$ cat src/rtl/decay_latch.sv
module decay_latch #(
  parameter int WIDTH      = 8,
  parameter int HOLD_TICKS = 3216312
) (
  input  logic             clk,
  input  logic             rst_n,
  input  logic             tick_en,
  input  logic             load,
  input  logic [WIDTH-1:0] load_data,
  input  logic             use_mask,
  input  logic [WIDTH-1:0] refresh_mask,
  output logic [WIDTH-1:0] bus_q
);
  localparam int CW = $clog2(HOLD_TICKS + 2);
  localparam logic [CW-1:0] FULL = CW'(HOLD_TICKS + 1);

  logic [WIDTH-1:0] held;
  logic [WIDTH-1:0] alive;
  wire  [WIDTH-1:0] gate  = use_mask ? refresh_mask : {WIDTH{1'b1}};
  wire  [WIDTH-1:0] renew = {WIDTH{load}} & load_data & gate;

  always_ff @(posedge clk) begin
    if (!rst_n)    held <= '0;
    else if (load) held <= load_data;
  end

  for (genvar i = 0; i < WIDTH; i++) begin : g_bit
    logic [CW-1:0] left;
    always_ff @(posedge clk) begin
      if (!rst_n)                        left <= '0;
      else if (renew[i])                 left <= FULL;
      else if (tick_en && left != '0)    left <= left - 1'b1;
    end
    assign alive[i] = (left != '0);
  end

  assign bus_q = held & alive;
endmodule


$ cat config.mk
export PLATFORM = sky130hd
export DESIGN_NAME = decay_latch
export DESIGN_NICKNAME = d
export VERILOG_FILES = /design/src/rtl/decay_latch.sv
export SDC_FILE = /design/constraint.sdc
export NUM_CORES = 1
export LEC_CHECK = 0
export BUFFER_PORTS_ARGS = -buffer_cell sky130_fd_sc_hd__buf_2
export CELL_PAD_IN_SITES_DETAIL_PLACEMENT = 0
export CELL_PAD_IN_SITES_GLOBAL_PLACEMENT = 2
export CORE_ASPECT_RATIO = 2
export CORE_UTILIZATION = 42
export CTS_CLUSTER_SIZE = 28
export DETAILED_ROUTE_END_ITERATION = 8
export HOLD_SLACK_MARGIN = 0.15
export PLACE_DENSITY_LB_ADDON = 0.1
export SLEW_MARGIN = 40
export SYNTH_ARGS = -nofsm -noshare
export SYNTH_HDL_FRONTEND = slang
export SYNTH_SLANG_ARGS = --single-unit
$ cat constraint.sdc
create_clock -name clk -period 6.5 [get_ports clk]
set_clock_uncertainty 0.2 [all_clocks]
set_input_delay 0.65 -clock clk [delete_from_list [all_inputs] [get_ports clk]]
set_output_delay 0.65 -clock clk [all_outputs]
set_load 0.005 [all_outputs]
==> flow_metrics.env, run 1 <==
export IMPL_crit_path_end_kind="output port"
export IMPL_use_met2=0.404
export IMPL_cts_tree="yes"
export IMPL_initialDrtViolationCount=214
export IMPL_crit_chain="or4_1, or4_4, or2_1, and2_1, buf_2"
export IMPL_wirelength_um=22500
export IMPL_cts_made_buffers=17
export IMPL_hp_class="input pin to flip-flop"
export IMPL_grt_util_met1=0.229
export IMPL_antenna_left=0
export IMPL_status="finished, final reports clean"
export IMPL_dieArea_mm2=0.0227
export IMPL_path_buf_inv=1
export IMPL_holdPathStages=3
export IMPL_clock_root_buffer="clkbuf_16"
export IMPL_fin_crit_ns=3.62
export IMPL_min_to="held[5]"
export IMPL_r2r_setup_slack_ns=3.57
export IMPL_grt_total_usage=0.213
export IMPL_grt_max_degree=51
export IMPL_final_layout_size_suffix_gt1_frac=0.107
export IMPL_portBuffers=28
export IMPL_nNetsFinal=1108
export IMPL_core_area_mm2=0.0216
export IMPL_crit_slowest_cell="or4_1"
export IMPL_slew_headroom=0.489
export IMPL_max_clock_freq_mhz=276
export IMPL_setup_viol=0
export IMPL_cap_violations=0
export IMPL_cts_hold_repair_buffers=0
export IMPL_synth_cell_types=72
export IMPL_timing_final_hold_violations=0
export IMPL_reg2reg_depth=5
export IMPL_grt_pass1_vias=7756
export IMPL_hold_start="load_data[5]"
export IMPL_worst_pin_slew_ns=0.766
export IMPL_grt_overflow_total=0
export IMPL_area_delta_synth_final_pct=10.8
export IMPL_synth_warning_count=0
export IMPL_wire_per_inst_um=16.6
export IMPL_die_y_um=212
export IMPL_fin_cells=1357
export IMPL_p_leak_nw=3.66
export IMPL_dpl_hpwl_um=15500
export IMPL_n_antenna_cell=0
export IMPL_postCtsSetupBuffers=0
export IMPL_final_max_slew_viol_count=0
export IMPL_worstSetupPathType="flip-flop to output port"
export IMPL_fin_util=0.475
export IMPL_insertion_delay_ns=0.45
export IMPL_critical_path_arrival_ns=2.77
export IMPL_cts_max_level=4
export IMPL_muxShareOfSynthArea=0.00648
export IMPL_antenna_found_initial=0
export IMPL_tns_ns=0
export IMPL_peakVddDrop_v=0.000233
export IMPL_power_w=0.00357
export IMPL_drc=0
export IMPL_synth_fa_ha_area_frac=0.0203
export IMPL_synth_yosys_seq_area_share=0.398
export IMPL_gp_congestion=0.772
export IMPL_critPathTopFamily="simple AND/OR/NAND/NOR gates"
export IMPL_path_depth=5
export IMPL_synth_compound_area_frac=0.168
export IMPL_via_count=7723
export IMPL_initial_core_util=0.429
export IMPL_die_w_um=107
export IMPL_ys_ff_latch=184
export IMPL_syn_nets=1105
export IMPL_rsz0062_at_grt="no"
export IMPL_met3_usage=0.0451
export IMPL_clock_sinks=184
export IMPL_viasPerCell=5.69
export IMPL_syn_cell_area_mm2=0.00926
export IMPL_rows=76
export IMPL_ys_flop_type="dfxtp_1"
export IMPL_busiest_layer="met2"
export IMPL_cp_required_ns=5.65
export IMPL_ctsResizeCount=0
export IMPL_cts_clk_slew_worst_paths_ns=0.07
export IMPL_synth_cells=1069
export IMPL_synth_top_family_by_area="simple AND/OR/NAND/NOR gates"
export IMPL_rr_endpoint="g_bit[5].left[0]"
export IMPL_worst_path_max_fanout=16
export IMPL_p_per_area_mw_per_mm2=348
export IMPL_synthArstFlopShare=0
export IMPL_cts_buffer_depth=2
export IMPL_crit_path_start_kind="flip-flop"
export IMPL_worst_slack_ns=2.88
export IMPL_io_pins=29
export IMPL_synth_simple_area_share=0.252
export IMPL_r2r_start="g_bit[5].left[13]"
export IMPL_drtPass1Iterations=4
export IMPL_pre_cts_ws_ns=3.15
export IMPL_syn_area_per_cell_um2=8.67
export IMPL_grt_pass1_wl_um=38200
export IMPL_synth_edf_count=0
export IMPL_synth_xor_area_share=0.117
export IMPL_dp_cells=1326
export IMPL_finalCritPeriodShare=0.558
export IMPL_slowest_delay_ns=0.72
==> cells in the final DEF, fill, tap and decap left out, types with 5 or more instances in the layout <==
cell type / Yosys / final
a31oi_1: 21 / 21
or2_2: 8 / 8
nor3b_1: 6 / 6
ha_1: 15 / 15
nor4b_1: 8 / 7
o2111ai_1: 5 / 5
nor2_1: 108 / 108
nor4_2: 5 / 12
inv_1: 27 / 27
dfxtp_1: 184 / 184
or4_1: 31 / 31
nor4_1: 39 / 32
clkinv_2: 0 / 5
clkbuf_16: 0 / 17
xnor2_1: 58 / 58
or3_1: 37 / 37
xor2_1: 66 / 66
mux2i_1: 6 / 6
buf_4: 0 / 12
o31ai_1: 15 / 15
buf_2: 7 / 29
o41ai_1: 5 / 5
nand3_1: 20 / 20
a211oi_1: 14 / 14
o21ai_0: 30 / 30
a21oi_1: 104 / 104
or4_4: 5 / 5
nand2_1: 45 / 45
o211ai_1: 23 / 23
nor3_1: 36 / 36
nand4_1: 19 / 19
and2_1: 6 / 6
==> how the worst max path moves through the flow <==
| stage | startpoint | end | slack, ns |
|---|---|---|---|
| finish | g_bit[3].left[9] | bus_q[3] | 2.88 |
| global route | g_bit[1].left[3] | bus_q[1] | 2.77 |
| CTS | g_bit[3].left[9] | bus_q[3] | 2.86 |
| detailed placement | tick_en | g_bit[0].left[18] | 3.15 |
| global placement | tick_en | g_bit[0].left[18] | 3.24 |
| floorplan | g_bit[3].left[9] | bus_q[3] | 3.65 |
==> per-layer routing <==
layer | share of wire | vias to the layer above
met5 | 0 | -
li1 | - | 3940
met2 | 0.54 | 81
met4 | 0.016 | 0
met1 | 0.42 | 3680
met3 | 0.027 | 22
==> registers in the layout (all words and copies together) (netlist names) <==
signal      count
g_bit.left    176
held            8
==> cells by family after synthesis <==
family / count (synthesis)
flip-flops: 184
XOR/XNOR: 124
AND/OR/NAND/NOR: 409
buffers and inverters: 85
adder cells (fa/ha/maj): 15
multiplexers: 6
AO/OA/AOI/OAI: 246
==> layout make-up <==
type | count | area, µm²
Multi-Input combinational cell | 800 | 5290
Timing Repair Buffer | 41 | 235
Fill cell | 2161 | 11300
Tap cell | 273 | 342
Sequential cell | 184 | 3680
Clock buffer | 22 | 464
Inverter | 28 | 106
Clock inverter | 9 | 148
==> stage by stage <==
stage                     hold WS [ns]  area, µm²
after floorplan                  0.246       9260
after global placement           0.259       9590
after detailed placement         0.267       9630
after CTS                        0.235      10200
after global routing             0.258      10300
final                            0.254      10300
==> cell usage after synthesis, drive strengths merged, types with 5 or more instances <==
master	n	area share
nor4	44	0.033
mux2i	6	0.0065
dfxtp	184	0.40
inv	28	0.011
nor3b	6	0.0049
o211ai	23	0.019
o41ai	5	0.0047
nor2	109	0.044
a211oi	14	0.011
nand2	45	0.018
xnor2	58	0.055
clkbuf	46	0.019
or3	37	0.025
o31ai	16	0.014
o21ai	34	0.020
or4	36	0.031
or4b	6	0.0065
xor2	66	0.062
buf	11	0.0082
nand4	20	0.014
nand3	21	0.013
nor4b	8	0.0076
or2	9	0.0061
a2111oi	5	0.0074
ha	15	0.020
and2	6	0.0041
o2111ai	5	0.0047
a31oi	21	0.014
nor3	39	0.023
a21oi	104	0.056
==> worst reg2reg max path, delay by kind of cell (launching register included) <==
family	cells	cell delay (ns)
AO/OA/AOI/OAI	2	0.79
flip-flops	1	0.35
AND/OR/NAND/NOR	2	1.26
XOR/XNOR	1	0.18
==> where the power goes <==
group	total, W	switching [W]	internal [W]	leakage, nW
Sequential	0.00143	0.000154	0.00127	1.51
Combinational	0.00105	0.000632	0.000416	1.85
Clock	0.00109	0.000436	0.000659	0.300
Total	0.00357	0.00122	0.00235	3.66
Power figures use the tool's default switching activity.
==> inputs of run 2 (changes only) <==
CORE_UTILIZATION = 39   (was 42)
clock period = 3.75 ns   (was 6.5 ns; I/O delays follow)
==> flow_metrics.env, run 2 (same netlist as run 1, synthesis figures left out) <==
export IMPL_grt_total_usage=0.201
export IMPL_hp_class="input pin to flip-flop"
export IMPL_cap_violations=0
export IMPL_antenna_left=0
export IMPL_top_regs="g_bit.left: 176 flops, held: 8 flops"
export IMPL_fillers=2374
export IMPL_clkPwrFrac=0.294
export IMPL_status="complete, but fails checks"
export IMPL_rows=79
export IMPL_regArea_mm2=0.00368
export IMPL_r2r_start="g_bit[0].left[0]"
export IMPL_critical_path_arrival_ns=2.77
export IMPL_antenna_found_initial=0
export IMPL_portBuffers=28
export IMPL_n_antenna_cell=0
export IMPL_worstSetupPathType="flip-flop to output port"
export IMPL_finalCritPeriodShare=0.891
export IMPL_dpl_hpwl_um=15900
export IMPL_hold_slack_ns=0.198
export IMPL_tns_ns=0
export IMPL_nNetsFinal=1125
export IMPL_initialDrtViolationCount=298
export IMPL_regMostFlops="g_bit.left"
export IMPL_grt_max_degree=76
export IMPL_via_count=7707
export IMPL_clock_sinks=184
export IMPL_p_sw_frac=0.347
export IMPL_die_w_um=111
export IMPL_timing_final_hold_violations=0
export IMPL_die_y_um=220
export IMPL_reg2reg_depth=7
export IMPL_slew_headroom=0.471
export IMPL_drtPass1Iterations=6
export IMPL_viasPerCell=5.57
export IMPL_grt_overflow_total=0
export IMPL_cts_clk_slew_worst_paths_ns=0.06
export IMPL_seq_power_share=0.403
export IMPL_grt_pass1_wl_um=38900
export IMPL_rr_endpoint="g_bit[0].left[18]"
export IMPL_worst_path_max_fanout=16
export IMPL_crit_path_end_kind="output port"
export IMPL_dp_cells=1345
export IMPL_io_pins=29
export IMPL_wirelength_um=23100
export IMPL_fin_cells=1384
export IMPL_final_common_cell="dfxtp_1"
export IMPL_cts_buffer_depth=2
export IMPL_core_area_mm2=0.0233
export IMPL_violations="DRC"
export IMPL_p_sw_w=0.00213
export IMPL_fin_area_mm2=0.0104
export IMPL_multi_input_area_mm2=0.00525
export IMPL_grt_pass1_vias=7698
export IMPL_dieArea_mm2=0.0244
export IMPL_critPathTopFamily="simple AND/OR/NAND/NOR gates"
export IMPL_largest_reg_flops=176
export IMPL_cts_tree="yes"
export IMPL_p_leak_nw=3.72
export IMPL_hold_start="rst_n"
export IMPL_r2r_setup_slack_ns=0.98
export IMPL_insertion_delay_ns=0.45
export IMPL_final_layout_size_suffix_gt1_frac=0.111
export IMPL_initial_core_util=0.397
export IMPL_cp_required_ns=3.17
export IMPL_final_max_slew_viol_count=0
export IMPL_rsz0062_at_grt="no"
export IMPL_crit_slowest_cell="or4_1"
export IMPL_combPwrFrac=0.304
export IMPL_holdPathStages=3
export IMPL_p_per_area_mw_per_mm2=591
export IMPL_path_buf_inv=1
export IMPL_gp_congestion=0.768
export IMPL_area_delta_synth_final_pct=12.0
export IMPL_max_clock_freq_mhz=299
export IMPL_final_cell_mix="184 x dfxtp_1, 108 x nor2_1, 104 x a21oi_1"
export IMPL_wire_per_inst_um=16.7
export IMPL_min_to="g_bit[3].left[20]"
export IMPL_crit_chain="or4_1, or4_4, or2_1, and2_1, buf_2"
export IMPL_cts_made_buffers=17
export IMPL_fin_crit_ns=3.34
export IMPL_clock_root_buffer="clkbuf_16"
export IMPL_crit_path_start_kind="flip-flop"
export IMPL_worst_pin_slew_ns=0.786
export IMPL_setup_viol=0
export IMPL_peakVddDrop_v=0.000308
export IMPL_postPlaceCellArea_mm2=0.00969
export IMPL_ctsResizeCount=0
export IMPL_slowest_delay_ns=0.72
export IMPL_internal_power_w=0.00400
export IMPL_cts_max_level=4
export IMPL_drc=4
[run 2: changes by cell type in the layout (fill, tap and decap cells not counted), sizes merged]
cell and delta:
buf +9, clkinvlp +1, dlygate4sd3 +8, bufinv -2, clkbuf +1
[run 2: timing repair]
item | in CTS | in global routing
hold buffers | 8 | 0
endpoints found under the hold margin | 8 | 0
buffers inserted | 0 | 0
[run 2: worst max-delay path by stage]
stage / startpoint / end / slack (ns) / cells past startpoint
4_1_cts: g_bit[3].left[9] / bus_q[3] / 0.37 / 5
3_3_place_gp: tick_en / g_bit[6].left[21] / 0.75 / 6
6_report: g_bit[3].left[9] / bus_q[3] / 0.41 / 5
2_1_floorplan: g_bit[3].left[9] / bus_q[3] / 1.17 / 6
5_1_grt: g_bit[3].left[9] / bus_q[3] / 0.27 / 5
3_5_place_dp: tick_en / g_bit[6].left[21] / 0.73 / 6
[run 2: area by class of cell]
type,instances,share of cell area
Multi-Input combinational cell,800,0.506
Sequential cell,184,0.355
Clock buffer,23,0.0470
Timing Repair Buffer,58,0.0383
Tap cell,283,0.0341
Inverter,28,0.0102
Clock inverter,8,0.00916
[run 2: power by group through the flow]
stage	Clock (W)	Combinational, W	Sequential [W]
final	0.00180	0.00186	0.00247
after global routing	0.00194	0.00210	0.00252
after CTS	0.00187	0.00188	0.00247
after detailed placement	0	0.00186	0.00251
after global placement	0	0.00186	0.00251
after floorplan	0	0.00147	0.00244
[run 2: metal layers]
| metal | track usage | share of wire | vias to the layer above |
|---|---|---|---|
| li1 | - | - | 3959 |
| met1 | 0.214 | 0.42 | 3646 |
| met2 | 0.385 | 0.53 | 78 |
| met3 | 0.0424 | 0.023 | 24 |
| met4 | 0.0708 | 0.019 | 0 |
| met5 | 0 | 0 | - |
[run 2: stage by stage]
stage               power, W  utilization  setup WS (ns)
floorplan            0.00391            -           1.17
global placement     0.00437        0.416          0.749
detailed placement   0.00437        0.416          0.726
CTS                  0.00622        0.444          0.366
global route         0.00655        0.445          0.270
finish               0.00613        0.445          0.407
[run 2: worst reg2reg max path: cells and delay by family (launching register included)]
kind                       cells  cell delay [ns]
adders and majority gates      1             0.19
buffers and inverters          1             0.09
AOI/OAI and AO/OA              1             0.15
DFF                            1             0.42
and+or+nand+nor                4             1.66
